### config.mk
export PLATFORM = sky130hd
export DESIGN_NAME = presc_wdt_timer
export DESIGN_NICKNAME = d
export VERILOG_FILES = /design/src/rtl/ptw_pkg.sv /design/src/rtl/ptw_ctrl_reg.sv /design/src/rtl/ptw_counter.sv /design/src/rtl/ptw_readout.sv /design/src/rtl/presc_wdt_timer.sv
export SDC_FILE = /design/constraint.sdc
export NUM_CORES = 1
export LEC_CHECK = 0
export BUFFER_PORTS_ARGS = -buffer_cell sky130_fd_sc_hd__buf_4
export CAP_MARGIN = 20
export CELL_PAD_IN_SITES_DETAIL_PLACEMENT = 2
export CELL_PAD_IN_SITES_GLOBAL_PLACEMENT = 2
export CORE_MARGIN = 2
export CORE_UTILIZATION = 30
export CTS_BUF_LIST = sky130_fd_sc_hd__clkbuf_8 sky130_fd_sc_hd__clkbuf_16
export DETAILED_ROUTE_END_ITERATION = 8
export PLACE_DENSITY = 0.75
export SLEW_MARGIN = 20
export SYNTH_ARGS = -nofsm -noshare
export SYNTH_HDL_FRONTEND = slang
export SYNTH_HIERARCHICAL = 1
export SYNTH_SLANG_ARGS = --single-unit
### constraint.sdc
create_clock -name clk -period 5.5 [get_ports clk]
set_input_delay 1.65 -clock clk [delete_from_list [all_inputs] [get_ports clk]]
set_output_delay 1.65 -clock clk [all_outputs]
set_load 0.01 [all_outputs]
### src/rtl/ptw_pkg.sv
package ptw_pkg;
  localparam int CTRL_W = 5;
  localparam int TAP_N  = 6;
  localparam int SEL_W  = 3;
  localparam int RD_W   = 4;

  typedef struct packed {
    logic             wdt_en;
    logic             full_read;
    logic [SEL_W-1:0] tap_sel;
  } ptw_ctrl_t;
endpackage

### src/rtl/ptw_ctrl_reg.sv
module ptw_ctrl_reg
  import ptw_pkg::*;
(
  input  logic              clk,
  input  logic              rst,
  input  logic              we,
  input  logic [CTRL_W-1:0] wdata,
  output ptw_ctrl_t         ctrl
);
  always_ff @(posedge clk) begin
    if (rst) ctrl <= '0;
    else if (we) ctrl <= ptw_ctrl_t'(wdata);
  end

  AST_CTRL_KEEP: assert property (@(posedge clk) disable iff (rst)
    !we |=> $stable(ctrl));
endmodule

### src/rtl/ptw_counter.sv
module ptw_counter #(
  parameter int CNT_W  = 17,
  parameter int VIEW_W = 6
) (
  input  logic              clk,
  input  logic              rst,
  input  logic              hold,
  input  logic              clr,
  input  logic              wdt_en,
  output logic [VIEW_W-1:0] view,
  output logic              wdt_pulse,
  output logic              waiting
);
  localparam int TOP = CNT_W - 1;

  logic [CNT_W-1:0] cnt;
  logic             hold_q;
  logic             wake;
  logic             terminal;

  assign wake     = hold_q & ~hold;
  assign terminal = cnt[TOP];
  assign view     = cnt[TOP-1 -: VIEW_W];

  always_ff @(posedge clk) begin
    if (rst) begin
      cnt       <= '0;
      waiting   <= 1'b0;
      wdt_pulse <= 1'b0;
      hold_q    <= hold;
    end else begin
      hold_q    <= hold;
      wdt_pulse <= 1'b0;
      if (!hold) begin
        if (wake) begin
          cnt     <= '0;
          waiting <= 1'b1;
        end else if (clr) begin
          cnt <= '0;
        end else if (terminal && waiting) begin
          cnt     <= '0;
          waiting <= 1'b0;
        end else if (terminal && wdt_en) begin
          cnt       <= '0;
          wdt_pulse <= 1'b1;
        end else begin
          cnt <= cnt + 1'b1;
        end
      end
    end
  end

  AST_HOLD_FREEZE: assert property (@(posedge clk) disable iff (rst)
    hold |=> $stable(cnt));
  AST_CLR_ZERO: assert property (@(posedge clk) disable iff (rst)
    (!hold && clr) |=> (cnt == '0));
  AST_COUNT_STEP: assert property (@(posedge clk) disable iff (rst)
    (!hold && !clr && !hold_q && !cnt[TOP]) |=> (cnt == CNT_W'($past(cnt) + 1'b1)));
  AST_PULSE_SINGLE: assert property (@(posedge clk) disable iff (rst)
    wdt_pulse |=> !wdt_pulse);
  AST_NO_FIRE_WAIT: assert property (@(posedge clk) disable iff (rst)
    waiting |=> !wdt_pulse);
  AST_WAKE_RESTART: assert property (@(posedge clk) disable iff (rst)
    $fell(hold) |=> (cnt == '0 && waiting));
endmodule

### src/rtl/ptw_readout.sv
module ptw_readout
  import ptw_pkg::*;
(
  input  logic [TAP_N-1:0] view,
  input  ptw_ctrl_t        ctrl,
  output logic             tap,
  output logic [RD_W-1:0]  rd
);
  localparam int SEL_N = 2 ** SEL_W;

  logic [SEL_N-1:0] tap_vec;

  for (genvar i = 0; i < SEL_N; i++) begin : g_tap
    localparam int OFS = (i < TAP_N) ? i : TAP_N - 1;
    assign tap_vec[i] = view[OFS];
  end

  assign tap = tap_vec[ctrl.tap_sel];
  assign rd  = ctrl.full_read ? view[TAP_N-1 -: RD_W]
                              : {view[TAP_N-1], {(RD_W-1){1'b0}}};

  always_comb begin
    if (!ctrl.full_read) AST_COARSE_LOW: assert (rd[RD_W-2:0] == '0);
  end
endmodule

### src/rtl/presc_wdt_timer.sv
module presc_wdt_timer
  import ptw_pkg::*;
#(
  parameter int CNT_W = 17
) (
  input  logic              clk,
  input  logic              rst,
  input  logic              ctrl_we,
  input  logic [CTRL_W-1:0] ctrl_wdata,
  input  logic              clr,
  input  logic              hold,
  output logic              tap_out,
  output logic [RD_W-1:0]   rd_nibble,
  output logic              wdt_rst,
  output logic              ready
);
  ptw_ctrl_t        ctrl;
  logic [TAP_N-1:0] view;
  logic             waiting;

  ptw_ctrl_reg u_ctrl (
    .clk   (clk),
    .rst   (rst),
    .we    (ctrl_we),
    .wdata (ctrl_wdata),
    .ctrl  (ctrl)
  );

  ptw_counter #(.CNT_W(CNT_W), .VIEW_W(TAP_N)) u_cnt (
    .clk       (clk),
    .rst       (rst),
    .hold      (hold),
    .clr       (clr),
    .wdt_en    (ctrl.wdt_en),
    .view      (view),
    .wdt_pulse (wdt_rst),
    .waiting   (waiting)
  );

  ptw_readout u_rd (
    .view (view),
    .ctrl (ctrl),
    .tap  (tap_out),
    .rd   (rd_nibble)
  );

  assign ready = ~waiting;

  AST_READY_RESET: assert property (@(posedge clk) rst |=> ready);
endmodule

## Word level (Yosys, flattened, before mapping)

Cells that the tools add are included.

- Add/subtract/negate cells: 1
- $mul: 0
- Divide/modulo/power cells: 0
- $lt $le $gt $ge: 1
- Equal/unequal tests: 1
- Shifts and indexed selects: 0
- Muxes and demuxes: 11
- Bitwise gates (word level): 3
- Reduce and logical (&&, ||, !) cells: 5

Operators by type and width:

| cell | number |
|---|---|
| $mux W17 | 4 |
| $add A17 B1 Y17 const B | 1 |
| $mux W1 | 5 |
| $reduce_or A5 Y1 | 1 |
| $lt A3 B4 Y1 const B | 1 |
| $bmux W1 S3 | 1 |
| $mux W3 | 1 |
| $reduce_and A3 Y1 | 1 |
| $logic_and A1 B1 Y1 | 2 |
| $ne A2 B1 Y1 const B | 1 |
| $not A1 Y1 | 2 |
| $reduce_bool A2 Y1 | 1 |
| $and A1 B1 Y1 | 1 |

- Register bits: 25
- Latch bits: 0
- RAM bits: 0
- ROM bits: 0
- Bits of input ports: 10
- Output and inout bits: 7
- Word-level logic and storage cells: 29
- Memories: 0

## Longest topological paths before layout

Gate-level depths: netlist of run 1.

- Depth in word-level cells: 5
- Mapped depth: 6

## Hierarchy

Netlist of run 1, hierarchy kept.

By module, submodules not included:

| module | instances | cells an instance | area an instance (µm²) |
|---|---|---|---|
| ptw_counter | 1 | 114 | 1026.0 |
| ptw_ctrl_reg | 1 | 16 | 180.2 |
| ptw_readout | 1 | 8 | 75.1 |
| presc_wdt_timer | 1 | 1 | 3.8 |

## Worst setup path before layout of run 1

OpenSTA, ideal clock, no wires.

- Path kind: in2reg
- From: input hold
- To: register u_cnt.cnt[14]
- Library setup time: 0.121 ns
- Data arrival time: 2.753 ns
- Setup slack: 2.626 ns
- Stages: 6
- Path buffers: 2
- Cells stage by stage: buf_6 and3b_1 clkbuf_1 nand4_1 nor2_1 mux2_2

- Cells in the longest elaborated chain, start to end: 3

RTL lines:

| element | line | text |
|---|---|---|
| from (decl) | presc_wdt_timer.sv:11 | `input logic hold,` |
| $not A1 Y1 (no source line) | - |  |
| $and A1 B1 Y1 | ptw_counter.sv:21 | `assign wake = hold_q & ~hold;` |
| $mux W17 | ptw_counter.sv:35 | `if (wake) begin` |
| to (signal assigned) | ptw_counter.sv:47 | `cnt <= cnt + 1'b1;` |
| to (decl) | ptw_counter.sv:16 | `logic [CNT_W-1:0] cnt;` |

Several ways; a longest one is shown, not always the timed one.
A chain may end at the register's enable or synchronous reset.

## Worst setup path after layout of run 1

- From: register u_ctrl/ctrl[0] (netlist name)
- To: output tap_out

- Cells in the longest elaborated chain, start to end: 2

RTL lines:

| element | line | text |
|---|---|---|
| $bmux W1 S3 | ptw_readout.sv:18 | `assign tap = tap_vec[ctrl.tap_sel];` |
| $mux W1 (implied by the code) | ptw_readout.sv:18 |  |
| to (decl) | presc_wdt_timer.sv:12 | `output logic tap_out,` |

Every way passes these cells. The select of a mux whose other input is x is not followed.

==> impl_metrics.json, run 1 <==
{
  "synth_edf_count": 0,
  "layout_setup_ws_ns": 2.265,
  "nets": 157,
  "clk_pin_slew_worst_paths_ns": 0.08,
  "critPathLaunch": "u_ctrl/ctrl[0]",
  "synth_ff_type": "dfxtp_1",
  "yosys.cell_types.count": 41,
  "rrSetupSlack_ns": 3.62,
  "grt_max_degree": 18,
  "pwr-share-comb": 0.074,
  "ios": 17,
  "vias": 1001,
  "p_switching_w": 0.00007417,
  "drt-total-wl_mm": 3.097,
  "start_util": 0.3167,
  "reg2reg_depth": 4,
  "cts_setup_buffers": 0,
  "p_per_area_mw_per_mm2": 228.8,
  "setup_viol": 0,
  "drv_cap": 0,
  "cpPeakStageDelay_ns": 0.51,
  "min_path_cells": 2,
  "rr_endpoint": "u_cnt/cnt[14]",
  "hold_buffers": 0,
  "synth.most_common_cell": "dfxtp_1",
  "path_cells": "mux4_2, mux2_2, buf_4",
  "cts_resized": 0,
  "drv_slew": 0,
  "die-width_um": 69.45,
  "grt_use_total": 0.1333,
  "clock_path_buffers": 2,
  "hpwl_mm": 2.301,
  "hold_viol_final": 0,
  "netlist.area_leader.share": 0.3895,
  "p_int_w": 0.0002456,
  "cp_data_arrival_time_ns": 1.59,
  "tightestPinTransition_ns": 0.8551,
  "synth-seq-area-share": 0.3895,
  "worstSetupStartpointType": "flip-flop",
  "leakage_nw": 0.5345,
  "via_per_inst": 5.133,
  "netlist_area_mm2": 0.001285,
  "portBuffers": 16,
  "grt.overflow.total": 0,
  "required_ns": 3.85,
  "clkSinkCount": 25,
  "die_area_mm2": 0.004823,
  "synth-seq-cells": 25,
  "final_area_mm2": 0.001398,
  "cts_made_buffers": 3,
  "drcViolationCount": 0,
  "drive_above_1_share": 0.2207,
  "insertion_delay_ns": 0.27,
  "swShare": 0.2320,
  "rr_startpoint": "u_cnt/cnt[16]",
  "wl_per_cell_um": 15.88,
  "hold_path_class": "reg2reg",
  "fin_crit_ns": 3.235,
  "grt_pass1_vias": 1013,
  "place_area_mm2": 0.001353,
  "cts_tree": "yes",
  "area_growth_pct": 8.763,
  "critPathSlowestCell": "mux4_2",
  "ys_async_sr_fraction": 0,
  "status": "finished clean",
  "syn_avg_cell_area_um2": 9.244,
  "rsz0062_at_grt": "no",
  "drtIter0Drc": 36,
  "skew_ns": 0.005461,
  "synth_cells": 139,
  "critPathKind": "reg2out",
  "max_slew_margin": 0.4299,
  "synthTopCellsByArea": "dfxtp_1 (39%), nor2_1 (6.7%), buf_4 (4.7%)",
  "fp.dieH_um": 69.45,
  "diodes": 0,
  "synth.largest_area_cell": "dfxtp_1",
  "holdWs_ns": 0.5097,
  "antenna_found_initial": 0,
  "ant_nets": 0,
  "yosys-top-cells-count": "dfxtp_1 (25), nor2_1 (23), buf_4 (8), a21oi_1 (7), xor2_1 (6)",
  "cp_max_fo": 3,
  "endpoint": "tap_out",
  "max_freq_mhz": 309.1,
  "tns_ns": 0,
  "vdd_drop_max_v": 0.0001290,
  "grt_pass1_wl_mm": 5.195,
  "fin_crit_sh": 0.5882,
  "clkPwrFrac": 0.338,
  "dr.pass1.iters": 2,
  "core_region_area_mm2": 0.004058,
  "synth-warning-count": 6,
  "globalplace.congestion": 0.7578,
  "rows": 23,
  "h-tree-depth": 1,
  "cts_root_buf": "clkbuf_8",
  "seq_power_share": 0.589,
  "syn_nets": 150,
  "pre_cts_slack_ns": 2.208,
  "crit_path_end_kind": "output port"
}
## worst max-delay path, delay by kind of cell, from the launching register on
family	cells	cell delay (ns)
flip-flops	1	0.39
multiplexers	2	0.79
buffers and inverters	1	0.14
## cell type report
cell class / count / area, um^2
multi-input combinational: 96 / 654.4
inverter: 4 / 15.01
clock buffer: 3 / 41.29
sequential: 25 / 500.5
clock inverter: 1 / 3.754
fill: 462 / 2660
tap: 50 / 62.56
timing repair buffer: 16 / 120.1
## power groups by stage
stage,Clock [W],Combinational [W],Sequential [W]
final,0.000108,0.0000235,0.000188
after global routing,0.000120,0.0000262,0.000189
after CTS,0.000113,0.0000240,0.000189
after detailed placement,0,0.0000237,0.000193
after global placement,0,0.0000223,0.000192
after floorplan,0,0.0000157,0.000191
## stage by stage
stage	util	std cells	total power (W)
6_report	0.3444	195	0.0003198
5_1_grt	0.3444	195	0.0003349
4_1_cts	0.3444	195	0.0003255
3_5_place_dp	0.3333	191	0.0002164
3_3_place_gp	0.3333	191	0.0002144
2_1_floorplan	-	139	0.0002070
## per-layer routing
| layer | global-route usage | up-vias | wire [um] |
|---|---|---|---|
| li1 | - | 491 | - |
| met3 | 0.03052 | 2 | 90 |
| met5 | 0 | - | 0 |
| met1 | 0.1561 | 495 | 1381 |
| met4 | 0.02614 | 0 | 24 |
| met2 | 0.2468 | 13 | 1600 |
## flip-flops by register name, summed over array words and instances (netlist names)
| signal | cells |
|---|---|
| u_cnt/cnt | 17 |
| u_ctrl/ctrl | 5 |
| u_cnt/waiting | 1 |
| u_cnt/hold_q | 1 |
| u_cnt/wdt_pulse | 1 |
## how the worst min path moves through the flow
stage,slack (ns),from,endpoint
floorplan,0.46,u_cnt/cnt[1],u_cnt/cnt[1]
global placement,0.49,u_cnt/cnt[6],u_cnt/cnt[6]
detailed placement,0.50,u_ctrl/ctrl[4],u_cnt/wdt_pulse
CTS,0.52,u_ctrl/ctrl[4],u_cnt/wdt_pulse
global route,0.55,u_cnt/cnt[1],u_cnt/cnt[1]
finish,0.51,u_ctrl/ctrl[4],u_cnt/wdt_pulse
## placed cells by master (no fill, tap or decap), types with 2 or more instances in the layout
master / n
or4_1: 2
dfxtp_1: 25
o21ai_0: 3
o31ai_1: 2
xnor2_1: 2
nor4_1: 2
inv_1: 5
nand2_1: 5
nand4_1: 5
buf_4: 16
nand3_1: 3
mux2i_1: 5
nand3b_1: 3
mux2_2: 4
and2_1: 3
xor2_1: 6
a31o_2: 2
nor2_1: 23
a21oi_1: 7
clkbuf_8: 3
## cell families (layout without fill, tap and decap cells)
group / count (synthesis) / count (layout) / share of synthesized area
adders and majority gates: 1 / 1 / 0.009736
and+or+nand+nor: 60 / 60 / 0.2649
xor gates and xnor gates: 8 / 8 / 0.05453
buffers and inverters: 18 / 24 / 0.1013
AOI/OAI and AO/OA: 17 / 17 / 0.08860
DFF: 25 / 25 / 0.3895
muxes: 10 / 10 / 0.09153
Note: power is estimated with default switching activity, not from simulation.
==> run 2, diff against run 1 <==
Clock period 5.5 ns to 3 ns, I/O delays scaled along.
==> impl_metrics.json, run 2 (synthesis results as in run 1) <==
{
  "dr.pass1.iters": 3,
  "grt_use_total": 0.1248,
  "cts_resized": 0,
  "h-tree-depth": 1,
  "mostFrequentLayoutCells": "dfxtp_1 (25), nor2_1 (23), buf_4 (17)",
  "fin_crit_ns": 2.472,
  "p_switching_w": 0.0001343,
  "diodes": 0,
  "hold_path_class": "reg2reg",
  "antenna_found_initial": 0,
  "clkSinkCount": 25,
  "cp_max_fo": 3,
  "max_freq_mhz": 404.6,
  "multi_input_area_um2": 654.4,
  "area_growth_pct": 9.445,
  "pwr-share-comb": 0.075,
  "die-width_um": 69.45,
  "swShare": 0.2288,
  "ios": 17,
  "max_slew_margin": 0.8108,
  "ant_nets": 0,
  "rows": 23,
  "grt_max_degree": 18,
  "setup_viol": 0,
  "cts_root_buf": "clkbuf_8",
  "hpwl_mm": 2.181,
  "cts_setup_buffers": 0,
  "cp_data_arrival_time_ns": 1.57,
  "cpPeakStageDelay_ns": 0.51,
  "drt-total-wl_mm": 2.936,
  "drive_above_1_share": 0.2329,
  "wl_per_cell_um": 14.98,
  "drv_slew": 0,
  "fp.dieH_um": 69.45,
  "clk_pin_slew_worst_paths_ns": 0.09,
  "whs_endpoint": "u_cnt/waiting",
  "rsz0062_at_grt": "no",
  "grt.overflow.total": 0,
  "reg2reg_depth": 4,
  "hold_viol_final": 0,
  "via_per_inst": 5.148,
  "largest_reg_flops": 17,
  "drcViolationCount": 0,
  "start_util": 0.3167,
  "min_path_cells": 2,
  "portBuffers": 16,
  "critPathSlowestCell": "mux4_2",
  "nets": 158,
  "layout_setup_ws_ns": 0.5283,
  "insertion_delay_ns": 0.26,
  "fin_crit_sh": 0.8239,
  "crit_buf_inv": 1,
  "die_area_mm2": 0.004823,
  "cts_tree": "yes",
  "grt_pass1_vias": 1027,
  "worstSetupStartpointType": "flip-flop",
  "required_ns": 2.10,
  "drv_cap": 0,
  "seq_area_um2": 500.5,
  "globalplace.congestion": 0.7282,
  "rr_endpoint": "u_cnt/cnt[13]",
  "top_regs": "u_cnt/cnt x17, u_ctrl/ctrl x5",
  "vias": 1009,
  "cts_made_buffers": 3,
  "tns_ns": 0,
  "rr_startpoint": "u_cnt/cnt[3]",
  "cp_top_family": "multiplexers",
  "rrSetupSlack_ns": 1.26,
  "hold_start": "u_cnt/hold_q",
  "skew_ns": 0.001402,
  "tightestPinTransition_ns": 0.2824,
  "core_region_area_mm2": 0.004058,
  "leakage_nw": 0.5377,
  "regMostFlops": "u_cnt/cnt",
  "drtIter0Drc": 43,
  "clock_path_buffers": 2,
  "p_int_w": 0.0004524,
  "fillerInstances": 461,
  "vdd_drop_max_v": 0.0003343,
  "critPathKind": "reg2out",
  "pre_cts_slack_ns": 0.7557,
  "status": "finished clean",
  "grt_pass1_wl_mm": 4.926,
  "seq_power_share": 0.588,
  "path_cells": "mux4_2, mux2_2, buf_4",
  "p_per_area_mw_per_mm2": 417.2,
  "crit_path_end_kind": "output port",
  "clkPwrFrac": 0.337,
  "final_common_cell": "dfxtp_1",
  "hold_buffers": 0
}
-- run 2: final cells by class --
| type | instances | area share |
|---|---|---|
| clock buffer | 3 | 0.02936 |
| clock inverter | 1 | 0.003559 |
| inverter | 4 | 0.01068 |
| multi-input combinational | 96 | 0.4653 |
| sequential | 25 | 0.3559 |
| tap | 50 | 0.04448 |
| timing repair buffer | 17 | 0.09075 |
-- run 2: how the worst max path moves through the flow --
stage | startpoint | to | slack, ns | cells past startpoint
finish | u_ctrl/ctrl[0] | tap_out | 0.53 | 3
global route | u_ctrl/ctrl[0] | tap_out | 0.45 | 3
CTS | u_ctrl/ctrl[0] | tap_out | 0.50 | 3
detailed placement | hold | u_cnt/cnt[16] | 0.76 | 6
global placement | hold | u_cnt/cnt[16] | 0.81 | 5
floorplan | hold | u_cnt/cnt[14] | 0.88 | 6
-- run 2: worst reg2reg max path: cells and delay by family, from the launching register on --
kind / cells / cell delay (ns)
AO/OA/AOI/OAI: 1 / 0.15
flip-flops: 1 / 0.47
AND/OR/NAND/NOR: 3 / 1.05
-- run 2: per-layer routing --
metal,track usage,vias up,share of wire
li1,-,493,-
met1,0.1534,501,0.45
met2,0.2212,13,0.52
met3,0.02907,2,0.029
met4,0.02614,0,0.0058
met5,0,-,0
-- run 2: power groups by stage --
stage | logic (W) | registers (W) | clock network, W
2_1_floorplan | 0.0000288 | 0.000351 | 0
3_3_place_gp | 0.0000425 | 0.000352 | 0
3_5_place_dp | 0.0000449 | 0.000353 | 0
4_1_cts | 0.0000452 | 0.000345 | 0.000209
5_1_grt | 0.0000493 | 0.000346 | 0.000223
6_report | 0.0000439 | 0.000345 | 0.000198
-- run 2: metrics by stage --
step | power [W] | hold slack, ns | instance area [um^2] | utilization | cells
5_1_grt | 0.0006184 | 0.5399 | 1406 | 0.3466 | 196
2_1_floorplan | 0.0003796 | 0.4587 | 1285 | - | 139
4_1_cts | 0.0005998 | 0.5206 | 1406 | 0.3466 | 196
3_3_place_gp | 0.0003947 | 0.4827 | 1360 | 0.3352 | 192
6_report | 0.0005867 | 0.5190 | 1406 | 0.3466 | 196
3_5_place_dp | 0.0003981 | 0.5065 | 1360 | 0.3352 | 192
==> run 3, diff against run 2 <==
Settings changed: PLACE_DENSITY 0.75 to 0.77.
Clock period 3 ns to 2 ns, I/O delays scaled along.
==> impl_metrics.json, run 3 (synthesis results as in run 1) <==
{
  "h-tree-depth": 1,
  "clock_path_buffers": 2,
  "nets": 163,
  "hold_path_class": "reg2reg",
  "dr.pass1.iters": 4,
  "largest_reg_flops": 17,
  "fillerInstances": 450,
  "hold_buffers": 0,
  "top_layer": "met4",
  "wl_per_cell_um": 15.83,
  "drt-total-wl_mm": 3.182,
  "fin_crit_sh": 1.059,
  "grt_use_total": 0.1455,
  "vias": 1023,
  "hpwl_mm": 2.435,
  "critPathKind": "reg2out",
  "cts_resized": 4,
  "rows": 23,
  "wl_met2_mm": 1.592,
  "drtIter0Drc": 18,
  "cp_data_arrival_time_ns": 1.52,
  "fin_crit_ns": 2.118,
  "mostFrequentLayoutCells": "nor2_1 (23), dfxtp_1 (23), buf_4 (20)",
  "leakage_nw": 0.5738,
  "worstSetupStartpointType": "flip-flop",
  "vdd_drop_max_v": 0.0002852,
  "die-width_um": 69.45,
  "ant_nets": 0,
  "wl_met3_um": 89,
  "globalplace.congestion": 0.7231,
  "required_ns": 1.40,
  "ios": 17,
  "setup_viol": 1,
  "grt.overflow.total": 0,
  "top_regs": "u_cnt/cnt x17, u_ctrl/ctrl x5",
  "regMostFlops": "u_cnt/cnt",
  "cp_max_fo": 6,
  "p_per_area_mw_per_mm2": 611.0,
  "cpPeakStageDelay_ns": 0.46,
  "grt_pass1_wl_mm": 5.526,
  "cts_root_buf": "clkbuf_8",
  "path_cells": "mux4_2, mux2_4, buf_6",
  "final_area_mm2": 0.001465,
  "status": "finished with violations",
  "clkSinkCount": 25,
  "total_power_w": 0.0008951,
  "skew_ns": 0.006101,
  "diodes": 0,
  "critPathSlowestCell": "mux4_2",
  "fp.dieH_um": 69.45,
  "drv_slew": 0,
  "cts_tree": "yes",
  "max_slew_margin": 0.7990,
  "hold_viol_final": 0,
  "drcViolationCount": 0,
  "max_freq_mhz": 472.1,
  "rsz0062_at_grt": "yes",
  "cts_setup_buffers": 0,
  "failed_checks": "setup timing",
  "area_growth_pct": 14.02,
  "drv_cap": 0,
  "clk_pin_slew_worst_paths_ns": 0.09,
  "place_area_mm2": 0.001410,
  "core_region_area_mm2": 0.004058,
  "cts_made_buffers": 3,
  "drive_above_1_share": 0.2649,
  "insertion_delay_ns": 0.28,
  "via_per_inst": 5.090,
  "die_area_mm2": 0.004823,
  "crit_path_end_kind": "output port",
  "portBuffers": 16,
  "antenna_found_initial": 0,
  "wl_met1_mm": 1.433,
  "start_util": 0.3167,
  "grt_pass1_vias": 1126,
  "layout_setup_ws_ns": -0.1182,
  "tightestPinTransition_ns": 0.2984,
  "grt_max_degree": 18
}
## run 3: cell types whose count changed in the layout (fill, tap and decap cells not counted)
cell,previous run,this run
buf_12,0,1
mux2_4,0,1
dfxtp_2,0,2
buf_4,17,20
inv_1,4,5
mux2_2,4,3
dfxtp_1,25,23
buf_6,0,1
clkinv_2,1,0
## run 3: cell type report
cell class,count,area [um^2],area share
Timing Repair Buffer,22,181.4,0.1238
Inverter,4,15.01,0.01025
Clock buffer,3,41.29,0.02818
Clock inverter,1,3.754,0.002562
Tap cell,50,62.56,0.04270
Sequential cell,25,503.0,0.3433
Multi-Input combinational cell,96,658.1,0.4492
## run 3: metrics by stage
step                utilization  instances  setup WS, ns  hold WS (ns)  setup TNS (ns)
floorplan                     -        139        0.1763        0.4587               0
global placement         0.3475        197        0.1513        0.4798               0
detailed placement       0.3475        197       0.08832        0.4970               0
CTS                      0.3611        201       -0.1348        0.5051         -0.1348
global route             0.3611        201       -0.1669        0.5096         -0.1669
finish                   0.3611        201       -0.1182        0.5051         -0.1182
## run 3: metal layers
| layer | track usage | vias to the layer above |
|---|---|---|
| li1 | - | 506 |
| met1 | 0.1762 | 497 |
| met2 | 0.2489 | 14 |
| met3 | 0.02326 | 6 |
| met4 | 0.07190 | 0 |
| met5 | 0 | - |
## run 3: path summary, 6_finish.rpt
check,to,start,cells past startpoint,slack (ns)
setup / recovery,tap_out,u_cnt/cnt[11],3,-0.12
hold / removal,u_cnt/wdt_pulse,u_ctrl/ctrl[4],2,0.51
setup reg to reg,u_cnt/cnt[15],u_cnt/cnt[3],4,0.27
hold reg to reg,u_cnt/wdt_pulse,u_ctrl/ctrl[4],2,0.51
## run 3: power by group
group	total [W]	switching [W]	leakage, nW	internal (W)
logic	0.0000732	0.0000363	0.343	0.0000368
registers	0.000518	0.00000978	0.204	0.000508
clock network	0.000304	0.000166	0.0269	0.000138
total	0.000895	0.000212	0.574	0.000683
## run 3: worst max-delay path, delay by kind of cell, from the launching register on
family	cells	cell delay (ns)
mux	2	0.74
buf+inv	1	0.12
flops	1	0.38
